===== config.mk =====
export PLATFORM = sky130hd
export DESIGN_NAME = issue_ctrl
export DESIGN_NICKNAME = d
export VERILOG_FILES = /design/src/rtl/issue_pkg.sv /design/src/rtl/issue_scoreboard.sv /design/src/rtl/issue_retire_queue.sv /design/src/rtl/issue_hazard.sv /design/src/rtl/issue_ctrl.sv
export SDC_FILE = /design/constraint.sdc
export NUM_CORES = 1
export LEC_CHECK = 0
export ABC_AREA = 1
export BUFFER_PORTS_ARGS = -buffer_cell sky130_fd_sc_hd__buf_2
export CAP_MARGIN = 20
export CORE_MARGIN = 2
export CORE_UTILIZATION = 60
export DETAILED_ROUTE_END_ITERATION = 16
export HOLD_SLACK_MARGIN = 0.1
export PLACE_DENSITY = 0.77
export SYNTH_ARGS = -nofsm -noshare
export SYNTH_HDL_FRONTEND = slang
export SYNTH_HIERARCHICAL = 1
export SYNTH_SLANG_ARGS = --single-unit

===== constraint.sdc =====
create_clock -name clk -period 11.25 [get_ports clk]
set_input_delay 0.5625 -clock clk [delete_from_list [all_inputs] [get_ports clk]]
set_output_delay 0.5625 -clock clk [all_outputs]
set_load 0.02 [all_outputs]

===== src/rtl/issue_pkg.sv =====
package issue_pkg;

    localparam int REG_W    = 4;
    localparam int NUM_REGS = 1 << REG_W;
    localparam int DIV_LAT  = 5;

    typedef enum logic [1:0] {
        OP_ALU  = 2'd0,
        OP_MUL  = 2'd1,
        OP_DIV  = 2'd2,
        OP_LOAD = 2'd3
    } op_class_e;

    typedef struct packed {
        op_class_e        cls;
        logic [REG_W-1:0] dst;
        logic [REG_W-1:0] src_a;
        logic [REG_W-1:0] src_b;
    } dec_slot_t;

    // cycles spent in execute
    function automatic logic [2:0] exec_lat(op_class_e c);
        case (c)
            OP_MUL:  return 3'd3;
            OP_DIV:  return 3'd5;
            default: return 3'd1;
        endcase
    endfunction

    // extra cycles before forwarding (loads forward after memory)
    function automatic logic [1:0] fwd_extra(op_class_e c);
        return (c == OP_LOAD) ? 2'd1 : 2'd0;
    endfunction

endpackage


===== src/rtl/issue_scoreboard.sv =====
module issue_scoreboard
    import issue_pkg::*;
#(
    parameter int CW = 16
) (
    input  logic             clk,
    input  logic             rst,
    input  logic [REG_W-1:0] rd_a,
    input  logic [REG_W-1:0] rd_b,
    output logic [CW-1:0]    avail_a,
    output logic [CW-1:0]    avail_b,
    input  logic             wr_en,
    input  logic [REG_W-1:0] wr_idx,
    input  logic [CW-1:0]    wr_stamp
);

    logic [CW-1:0] stamp [NUM_REGS];

    generate
        for (genvar r = 0; r < NUM_REGS; r++) begin : g_reg
            always_ff @(posedge clk) begin
                if (rst)
                    stamp[r] <= '0;
                else if (wr_en && wr_idx == REG_W'(r))
                    stamp[r] <= wr_stamp;
            end
        end
    endgenerate

    assign avail_a = stamp[rd_a];
    assign avail_b = stamp[rd_b];

endmodule


===== src/rtl/issue_retire_queue.sv =====
module issue_retire_queue #(
    parameter int CW    = 16,
    parameter int DEPTH = 8
) (
    input  logic          clk,
    input  logic          rst,
    input  logic          push,
    input  logic [CW-1:0] push_stamp,
    input  logic [CW-1:0] now,
    output logic          pop,
    output logic          empty,
    output logic          full
);

    localparam int AW = (DEPTH > 1) ? $clog2(DEPTH) : 1;

    logic [CW-1:0] slots [DEPTH];
    logic [AW-1:0] rd_ptr, wr_ptr;
    logic [AW:0]   cnt;

    assign empty = (cnt == '0);
    assign full  = (cnt == (AW+1)'(DEPTH));
    assign pop   = !empty && (slots[rd_ptr] == now);

    function automatic logic [AW-1:0] bump(logic [AW-1:0] p);
        return (p == AW'(DEPTH-1)) ? '0 : p + AW'(1);
    endfunction

    always_ff @(posedge clk) begin
        if (rst) begin
            rd_ptr <= '0;
            wr_ptr <= '0;
            cnt    <= '0;
        end else begin
            if (push) begin
                slots[wr_ptr] <= push_stamp;
                wr_ptr        <= bump(wr_ptr);
            end
            if (pop)
                rd_ptr <= bump(rd_ptr);
            case ({push, pop})
                2'b10:   cnt <= cnt + (AW+1)'(1);
                2'b01:   cnt <= cnt - (AW+1)'(1);
                default: cnt <= cnt;
            endcase
        end
    end

endmodule


===== src/rtl/issue_hazard.sv =====
module issue_hazard
    import issue_pkg::*;
#(
    parameter int CW = 16
) (
    input  logic          slot_valid,
    input  op_class_e     slot_cls,
    input  logic [CW-1:0] now,
    input  logic [CW-1:0] avail_a,
    input  logic [CW-1:0] avail_b,
    input  logic [CW-1:0] div_free_at,
    input  logic [CW-1:0] last_wb,
    output logic          go,
    output logic [CW-1:0] wb_stamp,
    output logic [CW-1:0] fwd_stamp,
    output logic [CW-1:0] div_busy_until
);

    logic [CW-1:0] t_exec, lat;
    logic          src_ok, div_ok, order_ok;

    always_comb begin
        t_exec         = now + CW'(1);
        lat            = CW'(exec_lat(slot_cls));
        wb_stamp       = t_exec + lat + CW'(1);
        fwd_stamp      = t_exec + lat + CW'(fwd_extra(slot_cls));
        div_busy_until = t_exec + CW'(DIV_LAT);
        src_ok         = (avail_a <= t_exec) && (avail_b <= t_exec);
        div_ok         = (slot_cls != OP_DIV) || (div_free_at <= t_exec);
        order_ok       = (wb_stamp > last_wb);
        go             = slot_valid && src_ok && div_ok && order_ok;
    end

endmodule


===== src/rtl/issue_ctrl.sv =====
module issue_ctrl
    import issue_pkg::*;
#(
    parameter int CW     = 16,
    parameter int QDEPTH = 8
) (
    input  logic          clk,
    input  logic          rst,
    input  logic          serial_mode,
    input  logic          in_valid,
    input  logic [1:0]    in_class,
    input  logic [3:0]    in_dst,
    input  logic [3:0]    in_src_a,
    input  logic [3:0]    in_src_b,
    input  logic          in_last,
    output logic          in_ready,
    output logic          issue_pulse,
    output logic          retire_pulse,
    output logic [CW-1:0] issue_count,
    output logic [CW-1:0] retire_count,
    output logic [CW-1:0] cycle_total,
    output logic          done
);

    dec_slot_t     d_q;
    op_class_e     slot_cls;
    logic          d_valid, last_taken, running, done_q;
    logic [CW-1:0] cyc, div_free_q, last_wb_q, total_q;
    logic [CW-1:0] avail_a, avail_b, wb_stamp, fwd_stamp, div_busy_until;
    logic          go, fire, q_empty, q_full, q_pop;

    assign slot_cls = d_q.cls;

    issue_scoreboard #(.CW(CW)) u_sb (
        .clk      (clk),
        .rst      (rst),
        .rd_a     (d_q.src_a),
        .rd_b     (d_q.src_b),
        .avail_a  (avail_a),
        .avail_b  (avail_b),
        .wr_en    (go),
        .wr_idx   (d_q.dst),
        .wr_stamp (fwd_stamp)
    );

    issue_hazard #(.CW(CW)) u_hz (
        .slot_valid     (d_valid),
        .slot_cls       (slot_cls),
        .now            (cyc),
        .avail_a        (avail_a),
        .avail_b        (avail_b),
        .div_free_at    (div_free_q),
        .last_wb        (last_wb_q),
        .go             (go),
        .wb_stamp       (wb_stamp),
        .fwd_stamp      (fwd_stamp),
        .div_busy_until (div_busy_until)
    );

    issue_retire_queue #(.CW(CW), .DEPTH(QDEPTH)) u_rq (
        .clk        (clk),
        .rst        (rst),
        .push       (go),
        .push_stamp (wb_stamp),
        .now        (cyc),
        .pop        (q_pop),
        .empty      (q_empty),
        .full       (q_full)
    );

    always_comb begin
        if (last_taken)
            in_ready = 1'b0;
        else if (serial_mode)
            in_ready = !d_valid && q_empty;
        else
            in_ready = !d_valid || go;
    end

    assign fire         = in_valid && in_ready;
    assign issue_pulse  = go;
    assign retire_pulse = q_pop;
    assign cycle_total  = total_q;
    assign done         = done_q;

    always_ff @(posedge clk) begin
        if (rst) begin
            d_q          <= '0;
            d_valid      <= 1'b0;
            last_taken   <= 1'b0;
            running      <= 1'b0;
            done_q       <= 1'b0;
            cyc          <= '0;
            div_free_q   <= '0;
            last_wb_q    <= '0;
            total_q      <= '0;
            issue_count  <= '0;
            retire_count <= '0;
        end else begin
            if (running || fire)
                cyc <= cyc + CW'(1);
            if (fire)
                running <= 1'b1;
            if (fire) begin
                d_q     <= '{cls: op_class_e'(in_class), dst: in_dst,
                             src_a: in_src_a, src_b: in_src_b};
                d_valid <= 1'b1;
                if (in_last)
                    last_taken <= 1'b1;
            end else if (go) begin
                d_valid <= 1'b0;
            end
            if (go) begin
                last_wb_q   <= wb_stamp;
                total_q     <= wb_stamp + CW'(1);
                issue_count <= issue_count + CW'(1);
                if (slot_cls == OP_DIV)
                    div_free_q <= div_busy_until;
            end
            if (q_pop)
                retire_count <= retire_count + CW'(1);
            if (last_taken && !d_valid && q_empty)
                done_q <= 1'b1;
        end
    end

endmodule


# After elaboration in Yosys (flattened, before gate mapping)
# Memories as Yosys holds them, arrays and structs flattened. A register that Yosys moved wholly into a read port is not among the register bits.
# Cells that the tools add are included.
# W data, S select, Z words.
# totals
out_inout_bits	52
mem_count	2
elab_cells	195
ramBits	384
in_bits	19
reg_bits	124
# classes
n_eq_ne	24
mux	84
magnitude_cmp	4
n_bitwise	16
add_sub_neg	12
n_reduce_logical	36
# memory_table
memory	depth	word_bits	read_ports	rd_ports_with_merged_regs	write_ports	line_no	text
u_sb.stamp	16	16	2	2	16	issue_scoreboard.sv:17	logic [CW-1:0] stamp [NUM_REGS];
u_rq.slots	8	16	1	1	1	issue_retire_queue.sv:17	logic [CW-1:0] slots [DEPTH];
# ops
operator	count
$mux W16	16
$add A16 B1 Y16 const B	5
$mux W1	58
$le A16 B16 Y1	3
$eq A4 B4 Y1 const B	8
$logic_and A1 B1 Y1	25
$add A16 B2 Y16	1
$add A16 B3 Y16	1
$add A16 B3 Y16 const B	1
$eq A16 B16 Y1	1
$eq A4 B3 Y1 const B	4
$gt A16 B16 Y1	1
$mux W4	4
$or A1 B1 Y1	16
$mux W3	4
$eq A4 B2 Y1 const B	2
$logic_not A4 Y1	2
$pmux W4 S2	1
$add A3 B1 Y3 const B	2
$eq A2 B2 Y1 const B	3
$eq A3 B3 Y1 const B	2
$pmux W3 S2	1
$add A4 B1 Y4 const B	1
$eq A2 B1 Y1 const B	2
7 further kinds	12

# Depth between registers and ports, before layout
# depth
depth_word	12
ltp_mapped	38
mapped_depth_nobuf	38

# Cells and area by module
# Netlist, hierarchy kept.
# modules_own_cells
module	area_per_inst_um2	n_inst	cells_each
issue_scoreboard	14886.8	1	1982
issue_retire_queue	6451.2	1	675
issue_ctrl	4951.0	1	717
issue_hazard	3368.2	1	562

# Worst setup path before layout
# No wires, ideal clock.
# synth_timing
path_kind	register to register
from	register cyc[0]
to	memory u_sb.stamp[12][0] (enable)
path_buffers	1
path_stages_with_launch	25
setup_ns	0.411
t_required_ns	10.839
arrival_time_ns	6.176
setup_slack_ns	4.662
cell_sequence	dfxtp_1 inv_1 ha_1 inv_1 ha_1 nand3_1 nand2_1 nand2_4 nor2_4 nand3_2 nand2_2 nand3_2 nor2_1 nand2_1 xor2_1 ha_1 nand3_1 nor3_1 nand2_1 o2111ai_1 nand3_1 nor2_1 clkbuf_1 nand2_1 o21ai_0
# synth_rtl
element	line_no	text
start: declaration	issue_ctrl.sv:28	logic [CW-1:0] cyc, div_free_q, last_wb_q, total_q;
start signal: assignment	issue_ctrl.sv:101	cyc <= cyc + CW'(1);
end: declaration	issue_scoreboard.sv:17	

# Worst setup path in the final report
# layout_timing
from	register cyc[0]
to	output in_ready
# layout_rtl
element	line_no	text
$add A16 B1 Y16	issue_hazard.sv:23	t_exec = now + CW'(1);
$add A16 B3 Y16	issue_hazard.sv:25	wb_stamp = t_exec + lat + CW'(1);
$add A16 B1 Y16	issue_hazard.sv:25	
named net wb_stamp[0]	issue_ctrl.sv:29	logic [CW-1:0] avail_a, avail_b, wb_stamp, fwd_stamp, div_busy_until;
$gt A16 B16 Y1	issue_hazard.sv:30	order_ok = (wb_stamp > last_wb);
$logic_and A1 B1 Y1	issue_hazard.sv:31	go = slot_valid && src_ok && div_ok && order_ok;
$logic_or A1 B1 Y1	issue_ctrl.sv:77	in_ready = !d_valid || go;
$mux W1	issue_ctrl.sv:74	else if (serial_mode)
$mux W1	issue_ctrl.sv:72	if (last_taken)
end: declaration	issue_ctrl.sv:16	output logic in_ready,
# The timed path passes the listed nets, and every way through them passes these cells.

==> flow_summary.json <==
{
  "syn_inst": 3935,
  "rr_worst_depth": 32,
  "cts_buffers": 54,
  "die_y_um": 226,
  "clockBufferDepth": 3,
  "avgViaCountPerCell": 5.79,
  "place_congestion": 0.969,
  "hp-class": "in -> reg",
  "worst_ir_drop_vdd_mv": 0.140,
  "grt_max_degree": 87,
  "layout-drive-gt1-share_pct": 6.91,
  "slowest_delay_ps": 840,
  "post_cts_resize_count": 0,
  "clock_skew_ps": 23.8,
  "die_x_um": 226,
  "root_buffer": "clkbuf_16",
  "clk_latency_ps": 620,
  "min_period_over_period_pct": 70.9,
  "grt_pass1_wl_um": 136000,
  "finalSetupTns_ps": 0,
  "r2r_start": "cyc[0]",
  "r2r_end": "cyc[1]",
  "start_util_pct": 60.7,
  "nets": 4021,
  "fmax_mhz": 125,
  "drv_cap": 0,
  "io_buffers": 70,
  "area_delta_synth_final_pct": 8.28,
  "cts.sinks": 511,
  "dp_hpwl_um": 57300,
  "grt_pass1_vias": 24300,
  "critical_path.top_delay_family": "simple AND/OR/NAND/NOR gates",
  "reg2reg_setup_slack_ps": 3350,
  "pin_count": 71,
  "cts_setup_buffers": 0,
  "dpl-instance-area_sq_mm": 0.0303,
  "setup_violations": 0,
  "final_max_slew_viol_count": 0,
  "core_area_sq_mm": 0.0488,
  "hold_depth": 3,
  "outcome": "finished clean",
  "final-hold-violation-count": 0,
  "powerDensity_mw_per_mm2": 159,
  "period_minus_slack_ps": 7970,
  "rsz0062_at_grt": "no",
  "htreeDepth": 2,
  "crit_start": "cyc[0]",
  "cts_tree": "yes",
  "cp.buffers_inverters": 6,
  "arrival_ps": 7410,
  "cts.reportedPaths.clkPinSlew_ps": 70,
  "grt_use_total_pct": 34.7,
  "wl_per_cell_um": 19.4,
  "cp_slowest_cell": "dfxtp_1",
  "dr_total_vias": 26800,
  "cts_hold_buf": 0,
  "grt.overflow.total": 0,
  "drt_pass1_iterations": 9,
  "rows": 81,
  "relSlewSlack_pct": 28.5,
  "stdcell_area_sq_mm": 0.0321,
  "wl_um": 89600,
  "path_max_fanout": 75,
  "hold_start": "in_src_b[1]",
  "ant_nets": 0,
  "worstSetupPathType": "reg -> out",
  "drt_iter0_drc": 3734,
  "syn_nets": 4036,
  "endpoint_kind": "output port",
  "yosysWarningCount": 6,
  "synth_area_sq_mm": 0.0297,
  "tightestPinTransition_ps": 1070,
  "synth.avg_cell_area_sq_um": 7.54,
  "leakage_nw": 14.0,
  "timing.hold.worst_endpoint": "d_q[1]",
  "cp.required_ps": 10690,
  "dieArea_sq_mm": 0.0512,
  "drc": 0,
  "crit_path_frequent_cell": "nand2_1",
  "antenna_found_initial": 0,
  "start_kind": "flop"
}
-- flip-flops by register name, indices dropped and copies added (netlist names), 4 cells and up, named ones only --
signal / cells
u_rq/cnt: 4
d_q: 12
cyc: 16
retire_count: 16
cycle_total: 16
last_wb_q: 16
u_rq/slots: 128
div_free_q: 16
u_sb/stamp: 256
issue_count: 16
-- worst register-to-register path: cells and delay by family, from the launching register on --
family,cells,cell delay (ps)
fa+ha+maj,3,1240
compound gates,2,320
simple gates,21,3550
flops,1,840
buf+inv,6,1840
-- stage by stage --
step                std cells  power, W  setup slack [ps]  util (%)  hold slack [ps]
floorplan                3935   0.00292              4660         -              440
global placement         4526   0.00327              3910      62.1              450
detailed placement       4526   0.00329              3560      62.1              453
CTS                      4626   0.00506              3350      65.7              177
global route             4628   0.00528              2720      65.7              201
finish                   4629   0.00510              3280      65.7              193
-- worst max path at each step --
| stage | to | cells past startpoint | slack (ps) |
|---|---|---|---|
| 2_1_floorplan | u_sb/stamp[12][0] | 24 | 4660 |
| 3_3_place_gp | cyc[1] | 32 | 3910 |
| 3_5_place_dp | cyc[1] | 32 | 3560 |
| 4_1_cts | in_ready | 29 | 3350 |
| 5_1_grt | cyc[1] | 32 | 2720 |
| 6_report | in_ready | 29 | 3280 |
-- per-layer routing --
layer  track usage [%]  vias up  routed length, um
li1                  -    12600                  -
met1              47.7    12200              35000
met2              51.4     1681              38300
met3              8.57      282              11900
met4              17.1        0               4450
met5                 0        -                  0
-- report_power, final --
| group | internal (W) | total, W | switching, W |
|---|---|---|---|
| sequential | 0.00211 | 0.00217 | 0.0000586 |
| clock | 0.00103 | 0.00179 | 0.000760 |
| combinational | 0.000319 | 0.00114 | 0.000825 |
-- cell type report --
cell class	instances	area, sq um
Antenna cell	1	2.50
Clock buffer	65	1440
Clock inverter	35	309
Fill cell	4179	16700
Inverter	559	2100
Multi-Input combinational cell	2677	12600
Sequential cell	511	14100
Tap cell	664	831
Timing Repair Buffer	117	719
-- layout by cell type (no fill, tap or decap), types with 12 or more instances in the layout --
| master | instances |
|---|---|
| nand3_1 | 609 |
| o21ai_0 | 92 |
| dfxtp_1 | 122 |
| buf_4 | 45 |
| nor3_1 | 25 |
| ha_1 | 82 |
| clkbuf_16 | 55 |
| nor2_2 | 14 |
| nor2_1 | 533 |
| nand4_1 | 41 |
| o21ai_1 | 15 |
| xor2_1 | 39 |
| inv_2 | 16 |
| inv_1 | 540 |
| buf_2 | 70 |
| clkinv_1 | 12 |
| a21oi_1 | 100 |
| edfxtp_1 | 384 |
| nand2_1 | 1037 |
| nand2_2 | 12 |
No activity file was read; power rests on OpenSTA's default activity.
